$ cat src/rtl/ext_irq_pkg.sv
package ext_irq_pkg;
  localparam int REG_W    = 8;
  localparam int EN_BIT   = 7;
  localparam int PEND_BIT = 3;
  localparam int ACK_BIT  = 1;

  typedef struct packed {
    logic setPend;
    logic clrPend;
    logic loadEn;
    logic enVal;
  } ctrlStrobe_t;
endpackage

$ cat src/rtl/ext_irq_sync_edge.sv
module ext_irq_sync_edge #(
  parameter int WIDTH = 5
) (
  input  logic             clk,
  input  logic             rstN,
  input  logic [WIDTH-1:0] rawIn,
  output logic [WIDTH-1:0] syncOut,
  output logic [WIDTH-1:0] riseOut
);
  logic [WIDTH-1:0] stage1;
  logic [WIDTH-1:0] stage2;
  logic [WIDTH-1:0] prevSample;

  genvar gi;
  generate
    for (gi = 0; gi < WIDTH; gi++) begin : gSrc
      always_ff @(posedge clk or negedge rstN) begin
        if (!rstN) begin
          stage1[gi]     <= 1'b0;
          stage2[gi]     <= 1'b0;
          prevSample[gi] <= 1'b0;
        end else begin
          stage1[gi]     <= rawIn[gi];
          stage2[gi]     <= stage1[gi];
          prevSample[gi] <= stage2[gi];
        end
      end
      assign riseOut[gi] = stage2[gi] & ~prevSample[gi];
    end
  endgenerate

  assign syncOut = stage2;
endmodule

$ cat src/rtl/ext_irq_datapath.sv
module ext_irq_datapath
  import ext_irq_pkg::*;
#(
  parameter int NUM_PORT = 4
) (
  input  logic                clk,
  input  logic                rstN,
  input  logic                irqPinN,
  input  logic [NUM_PORT-1:0] portPins,
  input  logic                portEn,
  input  logic                levelTrig,
  input  ctrlStrobe_t         strobe,
  output logic                eventHit,
  output logic                enableBit,
  output logic                pendFlag,
  output logic                pinLevel,
  output logic [REG_W-1:0]    regRead
);
  localparam int NUM_SRC = NUM_PORT + 1;

  logic [NUM_SRC-1:0] srcActive;
  logic [NUM_SRC-1:0] srcSync;
  logic [NUM_SRC-1:0] srcRise;

  // index 0 is the dedicated pin, converted to active-high before sync
  assign srcActive = {portPins & {NUM_PORT{portEn}}, ~irqPinN};

  ext_irq_sync_edge #(.WIDTH(NUM_SRC)) u_syncEdge (
    .clk     (clk),
    .rstN    (rstN),
    .rawIn   (srcActive),
    .syncOut (srcSync),
    .riseOut (srcRise)
  );

  always_comb begin
    eventHit = |srcRise;
    if (levelTrig) eventHit = eventHit | (|srcSync);
  end

  always_ff @(posedge clk or negedge rstN) begin
    if (!rstN) begin
      enableBit <= 1'b1;
      pendFlag  <= 1'b0;
    end else begin
      if (strobe.loadEn) enableBit <= strobe.enVal;
      if (strobe.setPend)      pendFlag <= 1'b1;
      else if (strobe.clrPend) pendFlag <= 1'b0;
    end
  end

  assign pinLevel = ~srcSync[0];

  always_comb begin
    regRead           = '0;
    regRead[EN_BIT]   = enableBit;
    regRead[PEND_BIT] = pendFlag;
  end
endmodule

$ cat src/rtl/ext_irq_ctrl_unit.sv
module ext_irq_ctrl_unit
  import ext_irq_pkg::*;
(
  input  logic             busWe,
  input  logic [REG_W-1:0] busWdata,
  input  logic             eventHit,
  input  logic             enableBit,
  output ctrlStrobe_t      strobe
);
  always_comb begin
    strobe.setPend = eventHit & enableBit;
    strobe.clrPend = busWe & busWdata[ACK_BIT];
    strobe.loadEn  = busWe;
    strobe.enVal   = busWdata[EN_BIT];
  end
endmodule

$ cat src/rtl/ext_irq_top.sv
module ext_irq_top
  import ext_irq_pkg::*;
#(
  parameter int NUM_PORT = 4
) (
  input  logic                clk,
  input  logic                rstN,
  input  logic                irqPinN,
  input  logic [NUM_PORT-1:0] portPins,
  input  logic                portEn,
  input  logic                levelTrig,
  input  logic                cpuMask,
  input  logic                busWe,
  input  logic [REG_W-1:0]    busWdata,
  output logic [REG_W-1:0]    busRdata,
  output logic                pinLevel,
  output logic                cpuIrq
);
  ctrlStrobe_t strobe;
  logic eventHit;
  logic enableBit;
  logic pendFlag;

  ext_irq_ctrl_unit u_ctrl (
    .busWe     (busWe),
    .busWdata  (busWdata),
    .eventHit  (eventHit),
    .enableBit (enableBit),
    .strobe    (strobe)
  );

  ext_irq_datapath #(.NUM_PORT(NUM_PORT)) u_dp (
    .clk       (clk),
    .rstN      (rstN),
    .irqPinN   (irqPinN),
    .portPins  (portPins),
    .portEn    (portEn),
    .levelTrig (levelTrig),
    .strobe    (strobe),
    .eventHit  (eventHit),
    .enableBit (enableBit),
    .pendFlag  (pendFlag),
    .pinLevel  (pinLevel),
    .regRead   (busRdata)
  );

  assign cpuIrq = pendFlag & enableBit & ~cpuMask;
endmodule

$ cat config.mk
export PLATFORM = sky130hd
export DESIGN_NAME = ext_irq_top
export DESIGN_NICKNAME = d
export VERILOG_FILES = /design/src/rtl/ext_irq_pkg.sv /design/src/rtl/ext_irq_sync_edge.sv /design/src/rtl/ext_irq_datapath.sv /design/src/rtl/ext_irq_ctrl_unit.sv /design/src/rtl/ext_irq_top.sv
export SDC_FILE = /design/constraint.sdc
export NUM_CORES = 1
export LEC_CHECK = 0
export ABC_AREA = 1
export BUFFER_PORTS_ARGS = -buffer_cell sky130_fd_sc_hd__buf_2
export CORE_MARGIN = 1
export CORE_UTILIZATION = 41
export DETAILED_ROUTE_END_ITERATION = 10
export PLACE_DENSITY_LB_ADDON = 0.12
export SYNTH_ARGS = -nofsm -noshare
export SYNTH_HDL_FRONTEND = slang
export SYNTH_HIERARCHICAL = 1
export SYNTH_SLANG_ARGS = --single-unit
export TNS_END_PERCENT = 5
$ cat constraint.sdc
create_clock -name clk -period 2.5 [get_ports clk]
set_input_delay 0.375 -clock clk [delete_from_list [all_inputs] [get_ports clk]]
set_output_delay 0.375 -clock clk [all_outputs]
set_load 0.1 [all_outputs]
# After elaboration in Yosys (flattened, before gate mapping)
# Cells that the tools add are included.
[classes] n_mux=3 bitwise_logic=19 n_reduce_logical=3
[ops] operator="$reduce_or A5 Y1" n=2
[ops] operator="$and A1 B1 Y1" n=9
[ops] operator="$not A1 Y1" n=8
[ops] operator="$and A4 B4 Y4" n=1
[ops] operator="$mux W1" n=3
[ops] operator="$reduce_bool A2 Y1" n=1
[ops] operator="$or A1 B1 Y1" n=1
[word_totals] ff_bits=17 out_inout_bits=10

# Longest topological paths before layout
[logic_depth] word_depth=7 mapped_depth=9 depth_no_buf=9

# By module
# The synthesis kept the hierarchy.
[by_module_without_submodules] mod="ext_irq_sync_edge" n_inst=1 cells_per_inst=25 area_per_inst_um2=425.4
[by_module_without_submodules] mod="ext_irq_datapath" n_inst=1 cells_per_inst=36 area_per_inst_um2=217.7
[by_module_without_submodules] mod="ext_irq_ctrl_unit" n_inst=1 cells_per_inst=6 area_per_inst_um2=30.0
[by_module_without_submodules] mod="ext_irq_top" n_inst=1 cells_per_inst=2 area_per_inst_um2=10.0

# Worst setup path before layout
# No wires, ideal clock.
[synth_timing] path_type="register to output" from="reg u_dp.enableBit" to="out cpuIrq" t_arrival_ps=1365 path_slack_ps=760 stages_incl_launch_ff=3 n_path_buf=0 path_cell_list="dfstp_2 -> nand2_1 -> nor2_2"
[synth_between] elab_chain_len=2
[synth_rtl] element="from (decl)" line="ext_irq_datapath.sv:14" rtl="output logic enableBit,"
[synth_rtl] element="from (signal assigned)" line="ext_irq_datapath.sv:46" rtl="if (strobe.loadEn) enableBit <= strobe.enVal;"
[synth_rtl] element="$and A1 B1 Y1 (2 in a row)" line="ext_irq_top.sv:47" rtl="assign cpuIrq = pendFlag & enableBit & ~cpuMask;"
[synth_rtl] element="to (decl)" line="ext_irq_top.sv:17" rtl="output logic cpuIrq"
# Every way passes these cells.

# Worst setup path in the final report
# Same ends and word-level chain as after synthesis.

==> summary.json <==
{
  "ys_types": 11,
  "postSynthRegisterBits": 17,
  "cts_buffers": 3,
  "gp_routability_congestion": 0.571,
  "maxSlewViolCount": 0,
  "grt_first_pass_wirelength_um": 1400,
  "synth_area_per_cell_um2": 9.90,
  "failed_checks": "negative hold slack",
  "leakage_nw": 0.455,
  "drv.max_cap_violation_count": 0,
  "crit_arrival_ns": 1.39,
  "dr_total_vias": 379,
  "stdcell_area_um2": 754,
  "post-route-period-util": 0.706,
  "initial_core_util": 0.448,
  "area_growth_pct": 10.4,
  "count_of_antenna_diodes_in_the_layout": 0,
  "detailed_place_hpwl_um": 566,
  "finalWirelength_um": 750,
  "postPlaceCellArea_um2": 727,
  "fin_hold_ws_ns": -0.00619,
  "track_usage": 0.106,
  "fin_crit_ns": 1.76,
  "drc": 0,
  "clkTransAtPathRegs_ns": 0.09,
  "die_w_um": 42.8,
  "dr.pass1.iters": 2,
  "max_freq_mhz": 567,
  "viasPerCell": 3.79,
  "floorplan.rows": 14,
  "ioPinCount": 29,
  "hold_viol_final": 16,
  "grt_antenna_before_repair": 0,
  "timing.critical_path.fanout_max": 4,
  "final_net_count": 104,
  "cts-resized-gates": 0,
  "setup_viol": 0,
  "synthDominantAreaCellType": "sky130_fd_sc_hd__dfrtp_1",
  "routed_wire_length_per_instance_um": 7.50,
  "worst_skew_pair.late_latency_ns": 0.28,
  "number_of_port_buffers": 16,
  "irDropWorstVdd_mv": 0.377,
  "worst_ep_required_time_ns": 2.12,
  "run_status": "finished, violations left",
  "final_core_utilization": 0.495,
  "die_height_um": 42.8,
  "syn_inst": 69,
  "grt_overflow_total": 0,
  "drt_iter0_drc": 3,
  "fin_tns_setup_ns": 0,
  "critical_path_class": "reg -> out",
  "timing.critical_path.from_type": "flop",
  "synth_seq_area_share": 0.625,
  "yosysWarningCount": 6,
  "cts_hold_buf": 0,
  "reg2reg_setup_slack_ns": 1.37,
  "power.density_cell_area_mw_per_mm2": 748,
  "core_area_mm2": 0.00152,
  "critPathCaptureType": "output pin",
  "tritoncts_clock_tree": "built",
  "final_layout_size_suffix_gt1_frac": 0.333,
  "worst_r2r_endpoint": "u_dp/pendFlag$_DFFE_PN0P_",
  "number_of_global_route_vias_before_repair": 358,
  "r2r_start": "u_dp/u_syncEdge/syncOut[0]$_DFF_PN0_",
  "clock_sink_count": 17,
  "remaining_antenna_violation_count": 0,
  "netlist_top_cells_area": "sky130_fd_sc_hd__dfrtp_1 59%, sky130_fd_sc_hd__buf_4 11%, sky130_fd_sc_hd__inv_1 8.8%",
  "cts-root-buf": "sky130_fd_sc_hd__clkbuf_4",
  "die_area_mm2": 0.00183,
  "synthesis.area_um2": 683,
  "clock_tree_buf_depth": 2,
  "grt_setup_unrepaired": "false",
  "hold_path.class": "in -> async",
  "proportion_of_netlist_area_held_by_the_largest_area_contributor": 0.586,
  "worst_clock_skew_ns": 0.00252,
  "post-cts-setup-buffer-count": 0,
  "pin_count_of_the_biggest_net_entering_global_routing": 18,
  "htree_num_levels": 1,
  "cell_count_of_the_worst_reg_to_reg_path": 9
}
[synth_stat cells]
cell and number:
sky130_fd_sc_hd__dfrtp_1 16, sky130_fd_sc_hd__inv_1 16, sky130_fd_sc_hd__nand2_1 11, sky130_fd_sc_hd__buf_4 10, sky130_fd_sc_hd__nor2_2 7, sky130_fd_sc_hd__nor2_1 4, sky130_fd_sc_hd__conb_1 1, sky130_fd_sc_hd__dfstp_2 1
sky130_fd_sc_hd__nand3_1 1, sky130_fd_sc_hd__o21ai_0 1, sky130_fd_sc_hd__o21bai_1 1
[sequential cells by signal, indices dropped and copies added (netlist names)]
| register | cells |
|---|---|
| u_dp/u_syncEdge/stage1 | 5 |
| u_dp/u_syncEdge/prevSample | 5 |
| u_dp/u_syncEdge/syncOut | 5 |
| u_dp/enableBit | 1 |
| u_dp/pendFlag | 1 |
[critical path, cell delays in order, from the launching register on]
cell                      delay [ns]
sky130_fd_sc_hd__dfstp_2        0.56
sky130_fd_sc_hd__nand2_1        0.06
sky130_fd_sc_hd__nor2_2         0.07
sky130_fd_sc_hd__buf_2          0.42
[cell usage in the layout (no fill, tap or decap), drive strengths merged]
master	count
buf	16
inv	16
dfrtp	16
nand2	11
nor2	11
conb	6
clkbuf	3
clkinv	1
nand3	1
o21ai	1
o21bai	1
dfstp	1
[worst max path at each step]
stage                                          start     end  slack, ns  depth (start not counted)
final                     u_dp/enableBit$_DFFE_PN1P_  cpuIrq       0.74                          3
after global routing      u_dp/enableBit$_DFFE_PN1P_  cpuIrq       0.66                          3
after CTS                 u_dp/enableBit$_DFFE_PN1P_  cpuIrq       0.72                          3
after detailed placement  u_dp/enableBit$_DFFE_PN1P_  cpuIrq       1.04                          3
after global placement    u_dp/enableBit$_DFFE_PN1P_  cpuIrq       1.05                          3
after floorplan           u_dp/enableBit$_DFFE_PN1P_  cpuIrq       0.76                          2
[per-layer routing]
layer | vias up | routed length [um] | track usage
met5 | - | 0 | 0
met4 | 0 | 19 | 0.0750
met3 | 2 | 24 | 0.0255
met2 | 10 | 347 | 0.155
met1 | 159 | 358 | 0.138
li1 | 208 | - | -
[metrics by stage]
step | setup slack, ns | instances | power [W]
after CTS | 0.724 | 100 | 0.000572
final | 0.735 | 100 | 0.000564
after global placement | 1.05 | 96 | 0.000432
after global routing | 0.657 | 100 | 0.000597
after floorplan | 0.760 | 74 | 0.000424
after detailed placement | 1.04 | 96 | 0.000433
[cells by family after synthesis]
logic type,after synthesis,share of synthesized area
buffers and inverters,26,0.198
AND/OR/NAND/NOR,23,0.154
flip-flops,17,0.625
AO/OA/AOI/OAI,2,0.0183
other,1,0.00549
[area by class of cell]
type / count / area [um^2]
repair buffers: 16 / 80.1
clock buffers: 3 / 22.5
clock inverters: 1 / 5.00
fillers: 159 / 769
inverters: 16 / 60.1
flip-flops and latches: 17 / 427
multi-input cells: 31 / 140
well taps: 16 / 20.0
[power breakdown]
part	internal (W)	leakage [nW]	switching, W	total (W)
combinational	0.0000205	0.226	0.000106	0.000126
clock	0.0000592	0.0177	0.0000777	0.000137
sequential	0.000292	0.211	0.00000844	0.000301
Power figures use the tool's default switching activity.
